===== src/rtl/vtm_pkg.sv =====
package vtm_pkg;

  localparam int unsigned TABLE_SIZE = 7;
  localparam longint     REF_KHZ    = 27000;

  typedef struct packed {
    logic [31:0] fmin;
    logic [31:0] fmax;
    logic [15:0] lmin;
    logic [15:0] lmax;
    logic [15:0] smin;
    logic [15:0] smax;
  } vtm_win_t;

  typedef enum logic [0:0] {ST_IDLE, ST_SCAN} vtm_state_e;

  // Derives the acceptance windows of one list entry from its nominal timing.
  function automatic vtm_win_t vtm_window(input int unsigned sel);
    longint   pclk, htot, vtot, hsw, lrate, lines, hs;
    logic     ilace;
    vtm_win_t w;
    case (sel)
      1:       begin pclk = 27000000;  htot = 858;  vtot = 525;  hsw = 62; ilace = 1'b0; end
      2:       begin pclk = 74250000;  htot = 1650; vtot = 750;  hsw = 40; ilace = 1'b0; end
      3:       begin pclk = 74250000;  htot = 2200; vtot = 1125; hsw = 44; ilace = 1'b1; end
      4:       begin pclk = 148500000; htot = 2200; vtot = 1125; hsw = 44; ilace = 1'b0; end
      5:       begin pclk = 74250000;  htot = 2200; vtot = 1125; hsw = 44; ilace = 1'b0; end
      6:       begin pclk = 74175824;  htot = 2200; vtot = 1125; hsw = 44; ilace = 1'b0; end
      default: begin pclk = 25175000;  htot = 800;  vtot = 525;  hsw = 96; ilace = 1'b0; end
    endcase
    lrate  = pclk / htot;
    lines  = ilace ? vtot / 2 : vtot;
    hs     = (REF_KHZ * hsw) / (pclk / 1000);
    w.fmin = 32'(((REF_KHZ * 993) / lrate) * lines);
    w.fmax = 32'(((REF_KHZ * 1007) / lrate) * lines);
    w.lmin = 16'((REF_KHZ * 990) / lrate);
    w.lmax = 16'((REF_KHZ * 1010) / lrate);
    w.smin = 16'(hs - 2);
    w.smax = 16'(hs + 2);
    return w;
  endfunction

endpackage


===== src/rtl/vtm_mode_rom.sv =====
module vtm_mode_rom
  import vtm_pkg::*;
#(
  parameter int NUM_MODES = 7,
  parameter int IDX_W     = 3
) (
  input  logic [IDX_W-1:0] sel,
  output vtm_win_t         win
);

  vtm_win_t tab [NUM_MODES];

  for (genvar g = 0; g < NUM_MODES; g++) begin : g_entry
    localparam vtm_win_t ENTRY = vtm_window(g);
    assign tab[g] = ENTRY;
  end

  always_comb begin
    win = tab[0];
    for (int i = 1; i < NUM_MODES; i++) begin
      if (sel == IDX_W'(i)) win = tab[i];
    end
  end

endmodule


===== src/rtl/vtm_window_cmp.sv =====
module vtm_window_cmp
  import vtm_pkg::*;
#(
  parameter int FRAME_W = 22,
  parameter int LINE_W  = 12,
  parameter int SYNC_W  = 10
) (
  input  logic [FRAME_W-1:0] frame,
  input  logic [LINE_W-1:0]  line,
  input  logic [SYNC_W-1:0]  sync,
  input  vtm_win_t           win,
  output logic               hit
);

  logic f_ok, l_ok, s_ok;

  always_comb begin
    f_ok = (32'(frame) >= win.fmin) && (32'(frame) <= win.fmax);
    l_ok = (16'(line)  >= win.lmin) && (16'(line)  <= win.lmax);
    s_ok = (16'(sync)  >= win.smin) && (16'(sync)  <= win.smax);
    hit  = f_ok && l_ok && s_ok;
  end

endmodule


===== src/rtl/vtm_scan_ctrl.sv =====
module vtm_scan_ctrl
  import vtm_pkg::*;
#(
  parameter int NUM_MODES = 7,
  parameter int IDX_W     = 3
) (
  input  logic             clk,
  input  logic             rst_n,
  input  logic             start,
  input  logic             link_up,
  input  logic             hit,
  output logic [IDX_W-1:0] scan_idx,
  output logic             load,
  output logic             done,
  output logic             match,
  output logic             nomatch,
  output logic             nolink,
  output logic [IDX_W-1:0] mode_idx
);

  localparam logic [IDX_W-1:0] LAST = IDX_W'(NUM_MODES - 1);

  vtm_state_e       state_q, state_d;
  logic [IDX_W-1:0] idx_q, idx_d, res_idx_d;
  logic             done_d, match_d, nomatch_d, nolink_d;

  always_comb begin
    state_d   = state_q;
    idx_d     = idx_q;
    load      = 1'b0;
    done_d    = 1'b0;
    match_d   = match;
    nomatch_d = nomatch;
    nolink_d  = nolink;
    res_idx_d = mode_idx;
    if (start) begin
      match_d   = 1'b0;
      nomatch_d = 1'b0;
      res_idx_d = '0;
      idx_d     = '0;
      if (link_up) begin
        state_d  = ST_SCAN;
        load     = 1'b1;
        nolink_d = 1'b0;
      end else begin
        state_d  = ST_IDLE;
        done_d   = 1'b1;
        nolink_d = 1'b1;
      end
    end else if (state_q == ST_SCAN) begin
      if (hit) begin
        state_d   = ST_IDLE;
        done_d    = 1'b1;
        match_d   = 1'b1;
        res_idx_d = idx_q;
      end else if (idx_q == LAST) begin
        state_d   = ST_IDLE;
        done_d    = 1'b1;
        nomatch_d = 1'b1;
      end else begin
        idx_d = idx_q + 1'b1;
      end
    end
  end

  always_ff @(posedge clk or negedge rst_n) begin
    if (!rst_n) begin
      state_q  <= ST_IDLE;
      idx_q    <= '0;
      done     <= 1'b0;
      match    <= 1'b0;
      nomatch  <= 1'b0;
      nolink   <= 1'b0;
      mode_idx <= '0;
    end else begin
      state_q  <= state_d;
      idx_q    <= idx_d;
      done     <= done_d;
      match    <= match_d;
      nomatch  <= nomatch_d;
      nolink   <= nolink_d;
      mode_idx <= res_idx_d;
    end
  end

  assign scan_idx = idx_q;

  // a result pulse carries exactly one outcome
  p_one_outcome_r12: assert property (@(posedge clk) disable iff (!rst_n)
    done |-> ($countones({match, nomatch, nolink}) == 1));

  // refused search answers on the next cycle
  p_nolink_next_r9: assert property (@(posedge clk) disable iff (!rst_n)
    (start && !link_up) |=> (done && nolink));

  // an accepted strobe never yields a result on the following cycle
  p_restart_quiet_r11: assert property (@(posedge clk) disable iff (!rst_n)
    (start && link_up) |=> !done);

  // a failing entry that is not the last steps to the next one silently
  p_scan_step_r10: assert property (@(posedge clk) disable iff (!rst_n)
    (state_q == ST_SCAN && !start && !hit && idx_q != LAST)
      |=> (!done && idx_q == $past(idx_q) + 1'b1));

endmodule


===== src/rtl/vtm_matcher.sv =====
module vtm_matcher
  import vtm_pkg::*;
#(
  parameter  int FRAME_W   = 22,
  parameter  int LINE_W    = 12,
  parameter  int SYNC_W    = 10,
  parameter  int NUM_MODES = 7,
  localparam int IDX_W     = (NUM_MODES > 1) ? $clog2(NUM_MODES) : 1
) (
  input  logic               clk,
  input  logic               rst_n,
  input  logic               meas_valid,
  input  logic               link_up,
  input  logic [FRAME_W-1:0] frame_cnt,
  input  logic [LINE_W-1:0]  line_cnt,
  input  logic [SYNC_W-1:0]  sync_cnt,
  output logic               done,
  output logic               match,
  output logic               nomatch,
  output logic               nolink,
  output logic [IDX_W-1:0]   mode_idx
);

  logic [FRAME_W-1:0] frame_q;
  logic [LINE_W-1:0]  line_q;
  logic [SYNC_W-1:0]  sync_q;
  logic [IDX_W-1:0]   scan_idx;
  logic               load, hit;
  vtm_win_t           win;

  always_ff @(posedge clk or negedge rst_n) begin
    if (!rst_n) begin
      frame_q <= '0;
      line_q  <= '0;
      sync_q  <= '0;
    end else if (load) begin
      frame_q <= frame_cnt;
      line_q  <= line_cnt;
      sync_q  <= sync_cnt;
    end
  end

  vtm_mode_rom #(.NUM_MODES(NUM_MODES), .IDX_W(IDX_W)) u_rom (
    .sel (scan_idx),
    .win (win)
  );

  vtm_window_cmp #(.FRAME_W(FRAME_W), .LINE_W(LINE_W), .SYNC_W(SYNC_W)) u_cmp (
    .frame (frame_q),
    .line  (line_q),
    .sync  (sync_q),
    .win   (win),
    .hit   (hit)
  );

  vtm_scan_ctrl #(.NUM_MODES(NUM_MODES), .IDX_W(IDX_W)) u_ctrl (
    .clk      (clk),
    .rst_n    (rst_n),
    .start    (meas_valid),
    .link_up  (link_up),
    .hit      (hit),
    .scan_idx (scan_idx),
    .load     (load),
    .done     (done),
    .match    (match),
    .nomatch  (nomatch),
    .nolink   (nolink),
    .mode_idx (mode_idx)
  );

  // a reported index always names a list entry
  p_idx_in_list_r2: assert property (@(posedge clk) disable iff (!rst_n)
    match |-> (32'(mode_idx) < 32'(NUM_MODES)));

  // a miss never carries an index
  p_miss_zero_idx_r8: assert property (@(posedge clk) disable iff (!rst_n)
    nomatch |-> (mode_idx == '0));

endmodule


===== config.mk =====
export PLATFORM = sky130hd
export DESIGN_NAME = vtm_matcher
export DESIGN_NICKNAME = d
export VERILOG_FILES = /design/src/rtl/vtm_pkg.sv /design/src/rtl/vtm_mode_rom.sv /design/src/rtl/vtm_window_cmp.sv /design/src/rtl/vtm_scan_ctrl.sv /design/src/rtl/vtm_matcher.sv
export SDC_FILE = /design/constraint.sdc
export NUM_CORES = 1
export LEC_CHECK = 0
export CAP_MARGIN = 20
export CORE_UTILIZATION = 28
export DETAILED_ROUTE_END_ITERATION = 8
export PLACE_DENSITY_LB_ADDON = 0.1
export SYNTH_ARGS = -nofsm -noshare
export SYNTH_HDL_FRONTEND = slang
export SYNTH_SLANG_ARGS = --single-unit

===== constraint.sdc =====
create_clock -name clk -period 3.3 [get_ports clk]
set_input_delay 0.495 -clock clk [delete_from_list [all_inputs] [get_ports clk]]
set_output_delay 0.495 -clock clk [all_outputs]
set_load 0.1 [all_outputs]

==> impl_metrics.sql, run 1 <==
INSERT INTO impl_metrics (metric_group, metric, value, unit) VALUES
('worst_setup_path', 'critical_path_class', 'reg2reg', ''),
('worst_setup_path', 'critPathSlowestCell', 'or4b_4', ''),
('clock_network', 'htree_num_levels', '2', ''),
('timing', 'final_slew_viol_count', '0', ''),
('finish', 'finish.utilization', '0.416', ''),
('grt', 'global_route_wire_length_before_repair', '15.8', 'mm'),
('die', 'die_area', '13900', 'µm²'),
('grt', 'grt_util_all_layers', '0.145', ''),
('worst_setup_path', 'cp_cell_sequence', 'buf_6 > ha_4 > buf_6 > nor3b_4 > ha_4 > a2111oi_4 > or4b_4 > a221oi_2 > o2111ai_2 > buf_4 > and3_4 > a21bo_1', ''),
('status', 'violations_in_the_final_reports', 'negative setup slack', ''),
('worst_setup_path', 'arrival', '3.62', 'ns'),
('min_path', 'kind_of_path_behind_the_tightest_hold_check', 'in2async', ''),
('finish', 'antenna-diode-count', '0', ''),
('route', 'routed_wl', '9.46', 'mm'),
('timing', 'setup_slack', '-0.126', 'ns'),
('worst_setup_path', 'rr_startpoint', 'u_ctrl.scan_idx[1]', ''),
('route', 'wl_per_cell', '14.9', 'µm'),
('timing', 'finalCritPeriodShare', '1.04', ''),
('timing', 'post-route-min-period', '3.43', 'ns'),
('grt', 'first_global_vias', '3113', ''),
('route', 'drc', '0', ''),
('logic_synthesis', 'synth.cell_area', '3760', 'µm²'),
('timing', 'timing.clock.skew', '0.00798', 'ns'),
('finish', 'instances_no_fill', '636', ''),
('clock_network', 'cts_tree', 'yes', ''),
('logic_synthesis', 'synth_sequential_area_ratio', '0.366', ''),
('route', 'drt.antenna.violating_nets', '0', ''),
('pwr', 'irDropWorstVdd', '0.240', 'mV'),
('route', 'routed-via-count', '2990', ''),
('flow_run', 'cap_viol_max_count', '0', ''),
('logic_synthesis', 'async_reset_ff_frac', '1.00', ''),
('clock_network', 'insertion_delay', '0.30', 'ns'),
('logic_synthesis', 'synth_most_common_cell', 'ha_1', ''),
('route', 'drt_iter0_markers', '89', ''),
('die', 'placeableCoreArea', '12900', 'µm²'),
('worst_setup_path', 'crit_fanout', '6', ''),
('die', 'initial_cell_density_of_the_core', '0.292', ''),
('route', 'drtPass1Iterations', '4', ''),
('timing', 'setup_viol', '8', ''),
('worst_setup_path', 'timing.critical_path.required', '3.50', 'ns'),
('clock_network', 'clk_transition_reported_paths', '0.07', 'ns'),
('finish', 'syn_to_final_growth', '42.5', '%'),
('timing', 'least_margin_pin_slew', '0.975', 'ns'),
('logic_synthesis', 'syn_avg_cell_area', '10.7', 'µm²'),
('clock_network', 'max-clock-path-buffers', '2', ''),
('timing', 'max-slew-margin-rel', '0.348', ''),
('place', 'count_of_input_and_output_buffers', '54', ''),
('logic_synthesis', 'synth_top_cells_by_area', 'dfrtp_1, ha_1, mux2_2', ''),
('worst_setup_path', 'critical-path-max-stage-delay', '0.53', 'ns'),
('worst_setup_path', 'r2r.worst_path.cells', '12', ''),
('grt', 'grt_start_max_net_pins', '47', ''),
('logic_synthesis', 'postSynthCellCount', '353', ''),
('place', 'gpl.final_weighted_congestion', '0.859', ''),
('clock_network', 'clkSinkCount', '55', ''),
('grt', 'grt_antenna_before_repair', '0', ''),
('worst_setup_path', 'crit_path_start', 'u_ctrl.scan_idx[1]', ''),
('finish', 'design.final.nets', '572', ''),
('finish', 'num-fill-cells', '1241', ''),
('route', 'via_per_inst', '4.70', ''),
('logic_synthesis', 'post-synth-top-area-cell', 'dfrtp_1', ''),
('clock_network', 'cts_root_buffer', 'clkbuf_16', ''),
('grt', 'gr-total-overflow', '0', ''),
('status', 'result_of_the_run', 'finished with violations', ''),
('timing', 'clock.fmax', '292', 'MHz'),
('place', 'placement.cell_area', '4910', 'µm²'),
('pwr', 'cellPowerDensity', '436', 'nW/µm²'),
('logic_synthesis', 'synth_flop_cell', 'dfrtp_1', ''),
('timing', 'fin_worst_hold_slack', '0.182', 'ns'),
('timing', 'report.final.hold_viol_count', '0', ''),
('logic_synthesis', 'synth-warning-count', '0', ''),
('logic_synthesis', 'synth_largest_type_area_fraction', '0.366', '');
==> cell families (layout without fill, tap and decap cells) <==
family	count (synthesis)	count (layout)	share of synthesized area
flip-flops	55	55	0.366
adder cells (fa/ha/maj)	61	61	0.203
multiplexers	48	48	0.143
AND/OR/NAND/NOR	87	87	0.122
buffers and inverters	34	145	0.0359
AO/OA/AOI/OAI	68	68	0.130
==> layout make-up <==
cell class | instances | area [µm²] | area share
Tap cell | 172 | 215 | 0.0402
Sequential cell | 55 | 1380 | 0.257
Multi-Input combinational cell | 264 | 2510 | 0.468
Inverter | 26 | 101 | 0.0189
Clock buffer | 7 | 143 | 0.0266
Clock inverter | 1 | 8.76 | 0.00163
Timing Repair Buffer | 111 | 1000 | 0.188
==> registers in the layout (all words and copies together) (netlist names) <==
| signal | flops |
|---|---|
| u_ctrl.done | 1 |
| frame_q | 22 |
| line_q | 12 |
| u_ctrl.state_q | 1 |
| u_ctrl.mode_idx | 3 |
| u_ctrl.match | 1 |
| sync_q | 10 |
| u_ctrl.nolink | 1 |
| u_ctrl.scan_idx | 3 |
| u_ctrl.nomatch | 1 |
==> report_power, final <==
group	total, mW	internal [mW]	switching (mW)
Combinational	0.928	0.505	0.423
Clock	0.553	0.304	0.248
Sequential	0.853	0.761	0.0914
Total	2.33	1.57	0.763
==> routing by layer <==
metal / vias up / global-route usage / wire [µm]
met1: 1423 / 0.192 / 4660
li1: 1521 / - / -
met2: 38 / 0.230 / 4370
met3: 8 / 0.0339 / 289
met4: 0 / 0.0505 / 138
met5: - / 0 / 0
==> critical path, delay by kind of cell, from the launching register on <==
family	cells	cell delay, ns
fa+ha+maj	2	0.42
compound gates	4	1.04
flops	1	0.45
buf+inv	3	0.44
simple gates	3	0.96
==> placed cells by master (no fill, tap or decap), drive strengths merged, types with 5 or more instances in the layout <==
cell type	n
nand2	25
a211oi	5
nand4	6
nor2b	5
nor2	16
inv	25
clkdlybuf4s50	52
buf	59
o21ai	10
nor3	5
clkbuf	7
ha	61
mux2	45
a21oi	24
dfrtp	55
==> worst max path at each step <==
stage / depth (start not counted) / to
2_1_floorplan: 14 / u_ctrl.mode_idx[0]
3_3_place_gp: 13 / u_ctrl.mode_idx[1]
3_5_place_dp: 13 / u_ctrl.mode_idx[1]
4_1_cts: 16 / u_ctrl.state_q
5_1_grt: 12 / u_ctrl.state_q
6_report: 12 / u_ctrl.state_q
==> through the flow <==
stage               setup TNS [ns]  setup slack [ns]
global route                 -2.63            -0.316
CTS                         -0.718            -0.118
finish                      -0.721            -0.126
floorplan                        0           0.00599
global placement             -2.65            -0.363
detailed placement           -2.93            -0.400
==> timing repair <==
item                                   in CTS  in global routing
setup buffers                              12                  3
endpoints found under the hold margin       0                  0
pin swaps                                  10                  6
setup endpoints to repair                  10                 10
gates resized for setup                    18                 11
No activity file was read; power rests on OpenSTA's default activity.
==> run 2: changes to the inputs <==
==> constraint.sdc (replaced) <==
create_clock -name clk -period 3.7 [get_ports clk]
set_input_delay 0.555 -clock clk [delete_from_list [all_inputs] [get_ports clk]]
set_output_delay 0.555 -clock clk [all_outputs]
set_load 0.1 [all_outputs]
==> run 2 against run 1 <==
Effect of this change:
- the run now ends clean
- flip-flop and latch count unchanged
- sequential power decreased by 11%
- via count decreased by 0.84%
- clock skew decreased by 0.00063 ns
- combinational power decreased by 18%
- utilization decreased by 1.9 points
- non-clock buffer count decreased by 21
- die area unchanged
- count of clock-buffer cells in the layout decreased by 1
- final cell count decreased by 3.3%
- first-iteration DRC count increased by 7.9%
==> impl_metrics.sql, run 2 (same netlist as run 1, synthesis figures left out) <==
INSERT INTO impl_metrics (metric_group, metric, value, unit) VALUES
('status', 'result_of_the_run', 'finished, final reports clean', ''),
('clock_network', 'cts_root_buffer', 'clkbuf_16', ''),
('finish', 'antenna-diode-count', '0', ''),
('timing', 'finalCritPeriodShare', '0.961', ''),
('die', 'die_boundary_width', '118', 'µm'),
('grt', 'grt_start_max_net_pins', '46', ''),
('timing', 'clock.fmax', '281', 'MHz'),
('clock_network', 'htree_num_levels', '2', ''),
('worst_setup_path', 'arrival', '3.76', 'ns'),
('timing', 'setup_viol', '0', ''),
('place', 'dp_hpwl', '7.43', 'mm'),
('worst_setup_path', 'timing.critical_path.from_type', 'flip-flop', ''),
('timing', 'post-route-min-period', '3.55', 'ns'),
('worst_setup_path', 'setup.worst_path.end_class', 'flip-flop', ''),
('grt', 'global_route_wire_length_before_repair', '15.6', 'mm'),
('route', 'routed-via-count', '2965', ''),
('route', 'wl_per_cell', '15.6', 'µm'),
('pwr', 'power.static_leakage', '2.22', 'nW'),
('timing', 'least_margin_pin_slew', '0.973', 'ns'),
('worst_setup_path', 'critical-path-max-stage-delay', '0.54', 'ns'),
('route', 'via_per_inst', '4.82', ''),
('min_path', 'kind_of_path_behind_the_tightest_hold_check', 'in2async', ''),
('place', 'dp_cells', '598', ''),
('clock_network', 'cts_tree', 'yes', ''),
('route', 'routed_wl', '9.57', 'mm'),
('clock_network', 'max-clock-path-buffers', '2', ''),
('die', 'floorplan.die.height', '118', 'µm'),
('die', 'initial_cell_density_of_the_core', '0.292', ''),
('place', 'count_of_input_and_output_buffers', '54', ''),
('worst_setup_path', 'crit_fanout', '5', ''),
('finish', 'drive_above_1_share', '0.284', ''),
('clock_network', 'insertion_delay', '0.31', 'ns'),
('grt', 'gr-total-overflow', '0', ''),
('pwr', 'irDropWorstVdd', '0.185', 'mV'),
('route', 'drt_iter0_markers', '96', ''),
('worst_setup_path', 'timing.critical_path.required', '3.90', 'ns'),
('timing', 'max-slew-margin-rel', '0.350', ''),
('worst_setup_path', 'cp_cell_sequence', 'inv_4 > ha_2 > nor2b_4 > nor3b_4 > buf_4 > ha_4 > a2111oi_4 > or4b_4 > a221oi_4 > o2111ai_4 > or2_4 > a31o_1', ''),
('grt', 'grt_util_all_layers', '0.143', ''),
('worst_setup_path', 'critPathSlowestCell', 'or4b_4', ''),
('timing', 'final_slew_viol_count', '0', ''),
('place', 'gpl.final_weighted_congestion', '0.806', ''),
('timing', 'report.final.hold_viol_count', '0', ''),
('finish', 'largest_reg_flops', '22', ''),
('route', 'drtPass1Iterations', '4', ''),
('timing', 'timing.clock.skew', '0.00735', 'ns'),
('grt', 'first_global_vias', '2987', ''),
('finish', 'mostFrequentLayoutCells', 'ha_1, dfrtp_1, clkdlybuf4s50_1', ''),
('finish', 'syn_to_final_growth', '36.0', '%'),
('pwr', 'cellPowerDensity', '408', 'nW/µm²'),
('die', 'placeableCoreArea', '12900', 'µm²'),
('route', 'drt.antenna.violating_nets', '0', ''),
('die', 'core.rowCount', '41', ''),
('clock_network', 'cts_inserted_buffers', '5', ''),
('clock_network', 'clk_transition_reported_paths', '0.07', 'ns'),
('die', 'die_area', '13900', 'µm²'),
('finish', 'instances_no_fill', '615', ''),
('clock_network', 'clkSinkCount', '55', ''),
('finish', 'num-fill-cells', '1297', ''),
('finish', 'layout_commonest_cell', 'ha_1', ''),
('die', 'io_pins', '55', ''),
('finish', 'max_flop_register', 'frame_q', ''),
('route', 'drc', '0', ''),
('grt', 'grt_antenna_before_repair', '0', ''),
('worst_setup_path', 'critical_path_class', 'reg2reg', ''),
('timing', 'fin_worst_hold_slack', '0.254', 'ns'),
('flow_run', 'cap_viol_max_count', '0', ''),
('finish', 'biggestRegsByFlops', 'frame_q x22, line_q x12, sync_q x10', ''),
('finish', 'design.final.nets', '551', '');
## run 2: repair_timing
action                     in CTS  in global routing
setup buffers                   4                  4
resized for setup               3                 37
pin swaps                       2                  9
setup endpoints to repair       7                 10
hold buffers                    0                  0
## run 2: final timing paths
path                                          from                  to  depth (start not counted)  slack [ns]
max in group asynchronous                    rst_n  u_ctrl.scan_idx[0]                          2        2.60
worst min register to register       u_ctrl.nolink       u_ctrl.nolink                          1        0.50
worst max-delay path            u_ctrl.scan_idx[1]  u_ctrl.mode_idx[0]                         12        0.15
min in group clk                     u_ctrl.nolink       u_ctrl.nolink                          1        0.50
worst max register to register  u_ctrl.scan_idx[1]  u_ctrl.mode_idx[0]                         12        0.15
worst min-delay path                         rst_n           line_q[9]                          1        0.25
## run 2: cell type report
cell class | instances | area (µm²) | area share
clock buffer | 6 | 139 | 0.0272
inverter | 26 | 104 | 0.0203
clock inverter | 2 | 35.0 | 0.00685
timing repair buffer | 90 | 818 | 0.160
tap | 172 | 215 | 0.0421
sequential | 55 | 1380 | 0.270
multi-input combinational | 264 | 2420 | 0.474
## run 2: worst max-delay path: cells and delay by family, from the launching register on
kind	cells	cell delay (ns)
simple gates	4	1.14
compound gates	4	1.13
flops	1	0.47
fa+ha+maj	2	0.41
buf+inv	2	0.28
## run 2: stage by stage
step	utilization	setup WS, ns	instance area (µm²)	power, mW	setup TNS (ns)
global route	0.397	-0.00133	5110	2.24	-0.00239
global placement	0.363	0.000814	4680	1.44	0
finish	0.397	0.146	5110	2.09	0
CTS	0.380	0.00998	4890	2.05	0
detailed placement	0.363	-0.0651	4680	1.46	-0.189
floorplan	-	0.120	3760	1.19	0
## run 2: metal layers
layer	global-route usage	wire length (µm)	vias to the layer above
met1	0.199	4830	1440
met4	0.0505	136	0
met5	0	0	-
met3	0.0257	300	7
li1	-	-	1475
met2	0.221	4300	43
## run 2: power by group
group	leakage [nW]	internal, mW	switching (mW)
combinational	1.48	0.389	0.372
sequential	0.660	0.679	0.0807
clock	0.0868	0.337	0.227
==> run 3: changes to the inputs <==
--- a/config.mk
+++ b/config.mk
@@ -12,3 +12,4 @@
 export SYNTH_ARGS = -nofsm -noshare
 export SYNTH_HDL_FRONTEND = slang
 export SYNTH_SLANG_ARGS = --single-unit
+export TNS_END_PERCENT = 50
==> results of run 3 <==
The final DEF is identical to that of run 2; final timing and power are the same.
